## src/rtl/irq_entry_pkg.sv

```systemverilog
package irq_entry_pkg;
  typedef enum logic [2:0] {
    SEL_CTRL = 3'd0,
    SEL_MASK = 3'd1,
    SEL_PEND = 3'd2,
    SEL_BASE = 3'd3
  } csr_sel_e;

  localparam int unsigned EA_REG_IDX = 30;
  localparam int unsigned REG_IDX_W  = 5;
endpackage

```

## src/rtl/irq_pending_unit.sv

```systemverilog
module irq_pending_unit #(
  parameter int unsigned NUM_IRQ = 32
) (
  input  logic               clk,
  input  logic               rst_n,
  input  logic [NUM_IRQ-1:0] irq_lines,
  input  logic [NUM_IRQ-1:0] mask,
  input  logic               gie,
  output logic [NUM_IRQ-1:0] pend_q,
  output logic               req_q
);
  // Level sampling: pending mirrors the lines, software cannot override it.
  always_ff @(posedge clk) begin
    if (!rst_n) begin
      pend_q <= '0;
      req_q  <= 1'b0;
    end else begin
      pend_q <= irq_lines;
      req_q  <= gie && ((pend_q & mask) != '0);
    end
  end
endmodule

```

## src/rtl/irq_csr_file.sv

```systemverilog
module irq_csr_file
  import irq_entry_pkg::*;
#(
  parameter int unsigned NUM_IRQ        = 32,
  parameter int unsigned XLEN           = 32,
  parameter int unsigned BASE_ZERO_BITS = 8
) (
  input  logic               clk,
  input  logic               rst_n,
  input  logic [2:0]         csr_sel,
  input  logic               csr_we,
  input  logic [XLEN-1:0]    csr_wdata,
  input  logic               take,
  input  logic               eret,
  input  logic [NUM_IRQ-1:0] pend,
  output logic [XLEN-1:0]    csr_rdata,
  output logic [NUM_IRQ-1:0] mask_q,
  output logic               gie_q,
  output logic               eie_q,
  output logic [XLEN-1:0]    base_q
);
  localparam logic [XLEN-1:0] BASE_KEEP =
    ~((XLEN'(1) << BASE_ZERO_BITS) - XLEN'(1));

  csr_sel_e sel;
  assign sel = csr_sel_e'(csr_sel);

  always_ff @(posedge clk) begin
    if (!rst_n) begin
      gie_q  <= 1'b0;
      eie_q  <= 1'b0;
      mask_q <= '0;
      base_q <= '0;
    end else begin
      if (take) begin
        eie_q <= gie_q;
        gie_q <= 1'b0;
      end else if (eret) begin
        gie_q <= eie_q;
      end else if (csr_we && sel == SEL_CTRL) begin
        gie_q <= csr_wdata[0];
        eie_q <= csr_wdata[1];
      end
      if (csr_we && sel == SEL_MASK) mask_q <= csr_wdata[NUM_IRQ-1:0];
      if (csr_we && sel == SEL_BASE) base_q <= csr_wdata & BASE_KEEP;
    end
  end

  always_comb begin
    csr_rdata = '0;
    unique case (csr_sel)
      SEL_CTRL: csr_rdata[1:0] = {eie_q, gie_q};
      SEL_MASK: csr_rdata[NUM_IRQ-1:0] = mask_q;
      SEL_PEND: csr_rdata[NUM_IRQ-1:0] = pend;
      SEL_BASE: csr_rdata = base_q;
      default:  csr_rdata = '0;
    endcase
  end

  AST_ENTRY_SAVES_GIE: assert property (@(posedge clk) disable iff (!rst_n)
    take |=> (!gie_q && eie_q == $past(gie_q)));
  AST_ERET_RESTORES_GIE: assert property (@(posedge clk) disable iff (!rst_n)
    (eret && !take) |=> (gie_q == $past(eie_q)));
endmodule

```

## src/rtl/irq_vector_gen.sv

```systemverilog
module irq_vector_gen
  import irq_entry_pkg::*;
#(
  parameter int unsigned XLEN       = 32,
  parameter logic [31:0] VEC_OFFSET = 32'h0000_00C0
) (
  input  logic                 clk,
  input  logic                 rst_n,
  input  logic                 req,
  input  logic                 gie,
  input  logic                 insn_boundary,
  input  logic                 eret,
  input  logic [XLEN-1:0]      next_pc,
  input  logic [XLEN-1:0]      base,
  output logic                 take,
  output logic                 redirect_valid,
  output logic [XLEN-1:0]      redirect_target,
  output logic                 ea_we,
  output logic [REG_IDX_W-1:0] ea_waddr,
  output logic [XLEN-1:0]      ea_wdata
);
  localparam logic [XLEN-1:0] WORD_KEEP = ~XLEN'(3);

  logic [XLEN-1:0] ea_q;
  logic [XLEN-1:0] ret_addr;

  assign ret_addr = next_pc & WORD_KEEP;
  // Return has priority; entry needs a registered request and a live enable.
  assign take = req && gie && insn_boundary && !eret;

  always_ff @(posedge clk) begin
    if (!rst_n) ea_q <= '0;
    else if (take) ea_q <= ret_addr;
  end

  assign redirect_valid  = take || eret;
  assign redirect_target = take ? (base + XLEN'(VEC_OFFSET)) : ea_q;
  assign ea_we    = take;
  assign ea_waddr = REG_IDX_W'(EA_REG_IDX);
  assign ea_wdata = ret_addr;

  AST_TAKE_NEEDS_GIE: assert property (@(posedge clk) disable iff (!rst_n)
    take |-> (gie && insn_boundary));
  AST_SINGLE_ENTRY_PULSE: assert property (@(posedge clk) disable iff (!rst_n)
    take |=> !take);
endmodule

```

## src/rtl/irq_entry_ctrl.sv

```systemverilog
module irq_entry_ctrl
  import irq_entry_pkg::*;
#(
  parameter int unsigned NUM_IRQ        = 32,
  parameter int unsigned XLEN           = 32,
  parameter int unsigned BASE_ZERO_BITS = 8,
  parameter logic [31:0] VEC_OFFSET     = 32'h0000_00C0
) (
  input  logic               clk,
  input  logic               rst_n,
  input  logic [NUM_IRQ-1:0] irq_lines,
  input  logic               insn_boundary,
  input  logic [XLEN-1:0]    next_pc,
  input  logic               eret_pulse,
  input  logic [2:0]         csr_sel,
  input  logic               csr_we,
  input  logic [XLEN-1:0]    csr_wdata,
  output logic [XLEN-1:0]    csr_rdata,
  output logic               redirect_valid,
  output logic [XLEN-1:0]    redirect_target,
  output logic               ea_we,
  output logic [4:0]         ea_waddr,
  output logic [XLEN-1:0]    ea_wdata
);
  logic [NUM_IRQ-1:0] pend, mask;
  logic               req, gie, eie, take;
  logic [XLEN-1:0]    base;

  irq_pending_unit #(.NUM_IRQ(NUM_IRQ)) u_pend (
    .clk(clk), .rst_n(rst_n), .irq_lines(irq_lines), .mask(mask),
    .gie(gie), .pend_q(pend), .req_q(req)
  );

  irq_csr_file #(.NUM_IRQ(NUM_IRQ), .XLEN(XLEN), .BASE_ZERO_BITS(BASE_ZERO_BITS)) u_csr (
    .clk(clk), .rst_n(rst_n), .csr_sel(csr_sel), .csr_we(csr_we),
    .csr_wdata(csr_wdata), .take(take), .eret(eret_pulse), .pend(pend),
    .csr_rdata(csr_rdata), .mask_q(mask), .gie_q(gie), .eie_q(eie), .base_q(base)
  );

  irq_vector_gen #(.XLEN(XLEN), .VEC_OFFSET(VEC_OFFSET)) u_vec (
    .clk(clk), .rst_n(rst_n), .req(req), .gie(gie), .insn_boundary(insn_boundary),
    .eret(eret_pulse), .next_pc(next_pc), .base(base), .take(take),
    .redirect_valid(redirect_valid), .redirect_target(redirect_target),
    .ea_we(ea_we), .ea_waddr(ea_waddr), .ea_wdata(ea_wdata)
  );

  AST_ERET_NOT_ENTRY: assert property (@(posedge clk) disable iff (!rst_n)
    (eret_pulse && !eie) |=> !gie);
endmodule

```

## config.mk

```make
export PLATFORM = sky130hd
export DESIGN_NAME = irq_entry_ctrl
export DESIGN_NICKNAME = d
export VERILOG_FILES = /design/src/rtl/irq_entry_pkg.sv /design/src/rtl/irq_pending_unit.sv /design/src/rtl/irq_csr_file.sv /design/src/rtl/irq_vector_gen.sv /design/src/rtl/irq_entry_ctrl.sv
export SDC_FILE = /design/constraint.sdc
export NUM_CORES = 1
export LEC_CHECK = 0
export ABC_AREA = 0
export BUFFER_PORTS_ARGS = -buffer_cell sky130_fd_sc_hd__buf_4
export CAP_MARGIN = 20
export CORE_UTILIZATION = 55
export CTS_BUF_LIST = sky130_fd_sc_hd__clkbuf_4
export DETAILED_ROUTE_END_ITERATION = 8
export GPL_ROUTABILITY_DRIVEN = 0
export PLACE_DENSITY = 0.95
export REMOVE_ABC_BUFFERS = 1
export SYNTH_ARGS = -nofsm -noshare
export SYNTH_HDL_FRONTEND = slang
export SYNTH_SLANG_ARGS = --single-unit
```

## constraint.sdc

```tcl
create_clock -name clk -period 3.45 [get_ports clk]
set_input_delay 0.1725 -clock clk [delete_from_list [all_inputs] [get_ports clk]]
set_output_delay 0.1725 -clock clk [all_outputs]
set_load 0.005 [all_outputs]
```

==> reports/qor.txt <==
=====================================================================================
Std-Cell Core Area                                                         9820 sq um
Syn Inst Count                                                                    684
Final nets                                                                      1,024
Average vias per placed instance                                                 5.51
Max H-tree Level                                                                    4
Peak VDD IR                                                                0.000230 V
Area contributors post-synth                                             sky130_fd_sc_hd__dfxtp_1, sky130_fd_sc_hd__nand2_1, sky130_fd_sc_hd__a21boi_0
Port buffer count                                                                 195
Layout Skew                                                                 0.0148 ns
Worst Max-Slew Pin Slew                                                       1.04 ns
Reg2Reg Capture Point                                                    u_vec.ea_q[12]
Required arrival time at the worst endpoint                                   3.28 ns
Largest net degree at the start of global routing                                 122
Number of global-route vias before repair                                       6,211
Worst max-slew margin expressed relative to the limit                           0.303
Minimum setup slack among reg-to-reg paths                                    1.29 ns
Number of hold violations in the final report                                       0
Total global-route track usage                                                  0.360
HPWL after detailed placement                                            10,100 microns
Portion of the post-synthesis area used by sequential elements                  0.434
Finish-stage setup viols                                                            0
DP Cell Count                                                                     938
Vert. Die Dim                                                             103 microns
Antenna violations before repair                                                    1
DR iter-0 viols                                                                   238
Final total negative setup slack                                                 0 ns
Placement row count                                                                36
Time the final worst path needs with I/O delays and setup                     2.75 ns
Fin crit share                                                                  0.796
Residual antenna-violating net count after detailed routing                         0
Clock latency at the later pin of the worst-skew pair                         0.51 ns
Wire length of the first global-routing pass                             28,600 microns
Count of cells along the worst register-to-register path                            5
Main flop type after synthesis                                           sky130_fd_sc_hd__dfxtp_1
Hold-critical path endpoint                                               u_csr.eie_q
Worst hold start                                                         insn_boundary
Clock root buffer                                                        sky130_fd_sc_hd__clkbuf_4
Synth warn                                                                          0
Fraction of synthesized cell area taken by the top area cell type               0.434
Unique masters post-synth                                                          31
Cts repair resizes                                                                  0
Share of layout cells above drive strength 1                                    0.275
Synthesis-to-layout area growth                                                 42.6%
Clock buffers created by TritonCTS                                                 17
Critical path type                                                       flop to output port
FF-to-FF Start                                                            u_csr.gie_q
Wirelength per Cell                                                      17.6 microns
Leakage power summed over all cells                                        0.00346 uW
Worst Hold Path Cells                                                               5
CTS tree                                                                         done
Critical path endpoint category                                           output port
Fin util                                                                        0.811
Starting density of the core                                                    0.569
Die extent in x                                                           103 microns
CP Data Arrival Time                                                          2.57 ns
Highest attainable clock frequency                                            364 MHz
Number of enable flip-flop cells after synthesis                                    0
Count of state elements after synthesis                                           121
Clk sinks                                                                         121
Detailed-router iteration count before antenna repair                               5
Clock-pin slew of the registers on the worst-case setup and hold paths        0.09 ns
Biggest fanout along the worst timing path                                         55
Critical path launch point type                                                  flop
Mapped cell area                                                           5590 sq um
Residual DRC                                                                        0
DRT Wirelength                                                           18,700 microns
Outcome                                                                     completed
Count of max-cap constraint violations                                              0
Max Buffers Root-to-Sink                                                            2
Vias                                                                            5,863
Path category of the worst min-delay check                               input pin to flop
Unrepaired setup endpoints after global routing                                    no
Synth async-reset ratio                                                             0
Post-Syn Area per Cell                                                     8.17 sq um
# IOs                                                                             207
PwrDens                                                                   338 nW/um^2
Post-Layout Cell Count                                                          1,064
Total global routing overflow                                                       0
Die area                                                                 10,600 sq um
Post-Route Hold Slack                                                        0.165 ns
Cell type with the largest total area after synthesis                    sky130_fd_sc_hd__dfxtp_1
Max Transition Viols Final                                                          0
=====================================================================================
[cells in the mapped netlist, drive strengths merged (4+ instances only)]
cell type  count
a21boi        82
a21oi          4
a221oi         4
a22o           4
a22oi         37
and2          42
buf           59
clkbuf        28
dfxtp        121
mux2          24
nand2        215
nor2          37
o21a           4
[worst max path at each step]
stage	endpoint	slack [ns]	startpoint	cells after the start
after global routing	redirect_target[28]	0.59	u_csr.gie_q	6
after detailed placement	u_csr.mask_q[14]	1.02	csr_sel[1]	6
after global placement	u_csr.mask_q[26]	1.10	csr_sel[1]	6
after CTS	redirect_target[11]	0.83	u_csr.gie_q	6
final	redirect_target[28]	0.70	u_csr.gie_q	6
after floorplan	u_vec.ea_q[2]	1.46	u_csr.gie_q	5
[final cells by class]
class                      instances  area [sq um]
inverter                           1          3.75
fill                             559          1850
clock buffer                      18           135
multi-input combinational        482          2680
antenna                            1          2.50
tap                              133           166
timing repair buffer             297          2470
clock inverter                    11          85.1
sequential                       121          2420
[layout by cell type (no fill, tap or decap), types with 2 or more instances in the layout]
cell,n
sky130_fd_sc_hd__a21oi_1,4
sky130_fd_sc_hd__dfxtp_1,121
sky130_fd_sc_hd__nand3_1,2
sky130_fd_sc_hd__clkinv_2,5
sky130_fd_sc_hd__nand2b_1,3
sky130_fd_sc_hd__clkinvlp_4,3
sky130_fd_sc_hd__a22o_1,4
sky130_fd_sc_hd__o21a_1,4
sky130_fd_sc_hd__nor2_1,37
sky130_fd_sc_hd__clkbuf_4,18
sky130_fd_sc_hd__a21boi_0,73
sky130_fd_sc_hd__a221oi_1,4
sky130_fd_sc_hd__nand4_1,3
sky130_fd_sc_hd__a21boi_1,9
sky130_fd_sc_hd__mux2i_1,3
sky130_fd_sc_hd__conb_1,9
sky130_fd_sc_hd__and2_1,42
sky130_fd_sc_hd__mux2_2,24
sky130_fd_sc_hd__a22oi_1,37
sky130_fd_sc_hd__clkinv_1,2
sky130_fd_sc_hd__nand2_1,215
sky130_fd_sc_hd__buf_4,201
sky130_fd_sc_hd__dlygate4sd3_1,95
[critical path: stages, from the launching register on]
cell	delay (ns)
sky130_fd_sc_hd__dfxtp_1	0.38
sky130_fd_sc_hd__nand3_1	0.13
sky130_fd_sc_hd__or2_1	0.28
sky130_fd_sc_hd__inv_2	0.77
sky130_fd_sc_hd__nand2_1	0.21
sky130_fd_sc_hd__nand2_1	0.16
sky130_fd_sc_hd__buf_4	0.13
[cells by family (layout without fill, tap and decap cells)]
family / Yosys count / after routing / share of synthesized area
muxes: 27 / 27 / 0.0538
DFF: 121 / 121 / 0.434
AOI/OAI and AO/OA: 138 / 138 / 0.185
buffers and inverters: 88 / 327 / 0.0923
other: 2 / 10 / 0.00134
and+or+nand+nor: 308 / 308 / 0.234
[flip-flops by register name, indices dropped and copies added, names as in the netlist]
signal / cells
u_csr.mask_q: 32
u_csr.base_q: 24
u_pend.pend_q: 32
u_vec.ea_q: 30
u_csr.gie_q: 1
u_csr.eie_q: 1
u_pend.req_q: 1
[power by group]
group	internal [uW]	total (uW)	switching, uW
Sequential	1430	1450	23.7
Clock	341	848	507
Combinational	234	394	160
[timing repair]
| item | 4_1_cts | 5_1_grt |
|---|---|---|
| setup endpoints to repair | 0 | 0 |
| hold buffers | 95 | 0 |
| buffers inserted | 0 | 0 |
| hold endpoints to repair | 119 | 0 |
[through the flow]
step	setup slack (ns)	total power, uW	cell area (sq um)
after detailed placement	1.02	1770	6780
after floorplan	1.46	1570	5100
after global routing	0.590	2810	7970
after CTS	0.832	2680	7950
after global placement	1.10	1760	6780
final	0.705	2700	7970
[metal layers]
layer / part of all wire / global-route usage / vias up
met5: 0 / 0 / -
met4: 0.050 / 0.287 / 0
met3: 0.071 / 0.0861 / 96
met2: 0.53 / 0.643 / 366
met1: 0.35 / 0.357 / 2721
li1: - / - / 2680
No activity file was read; power rests on OpenSTA's default activity.
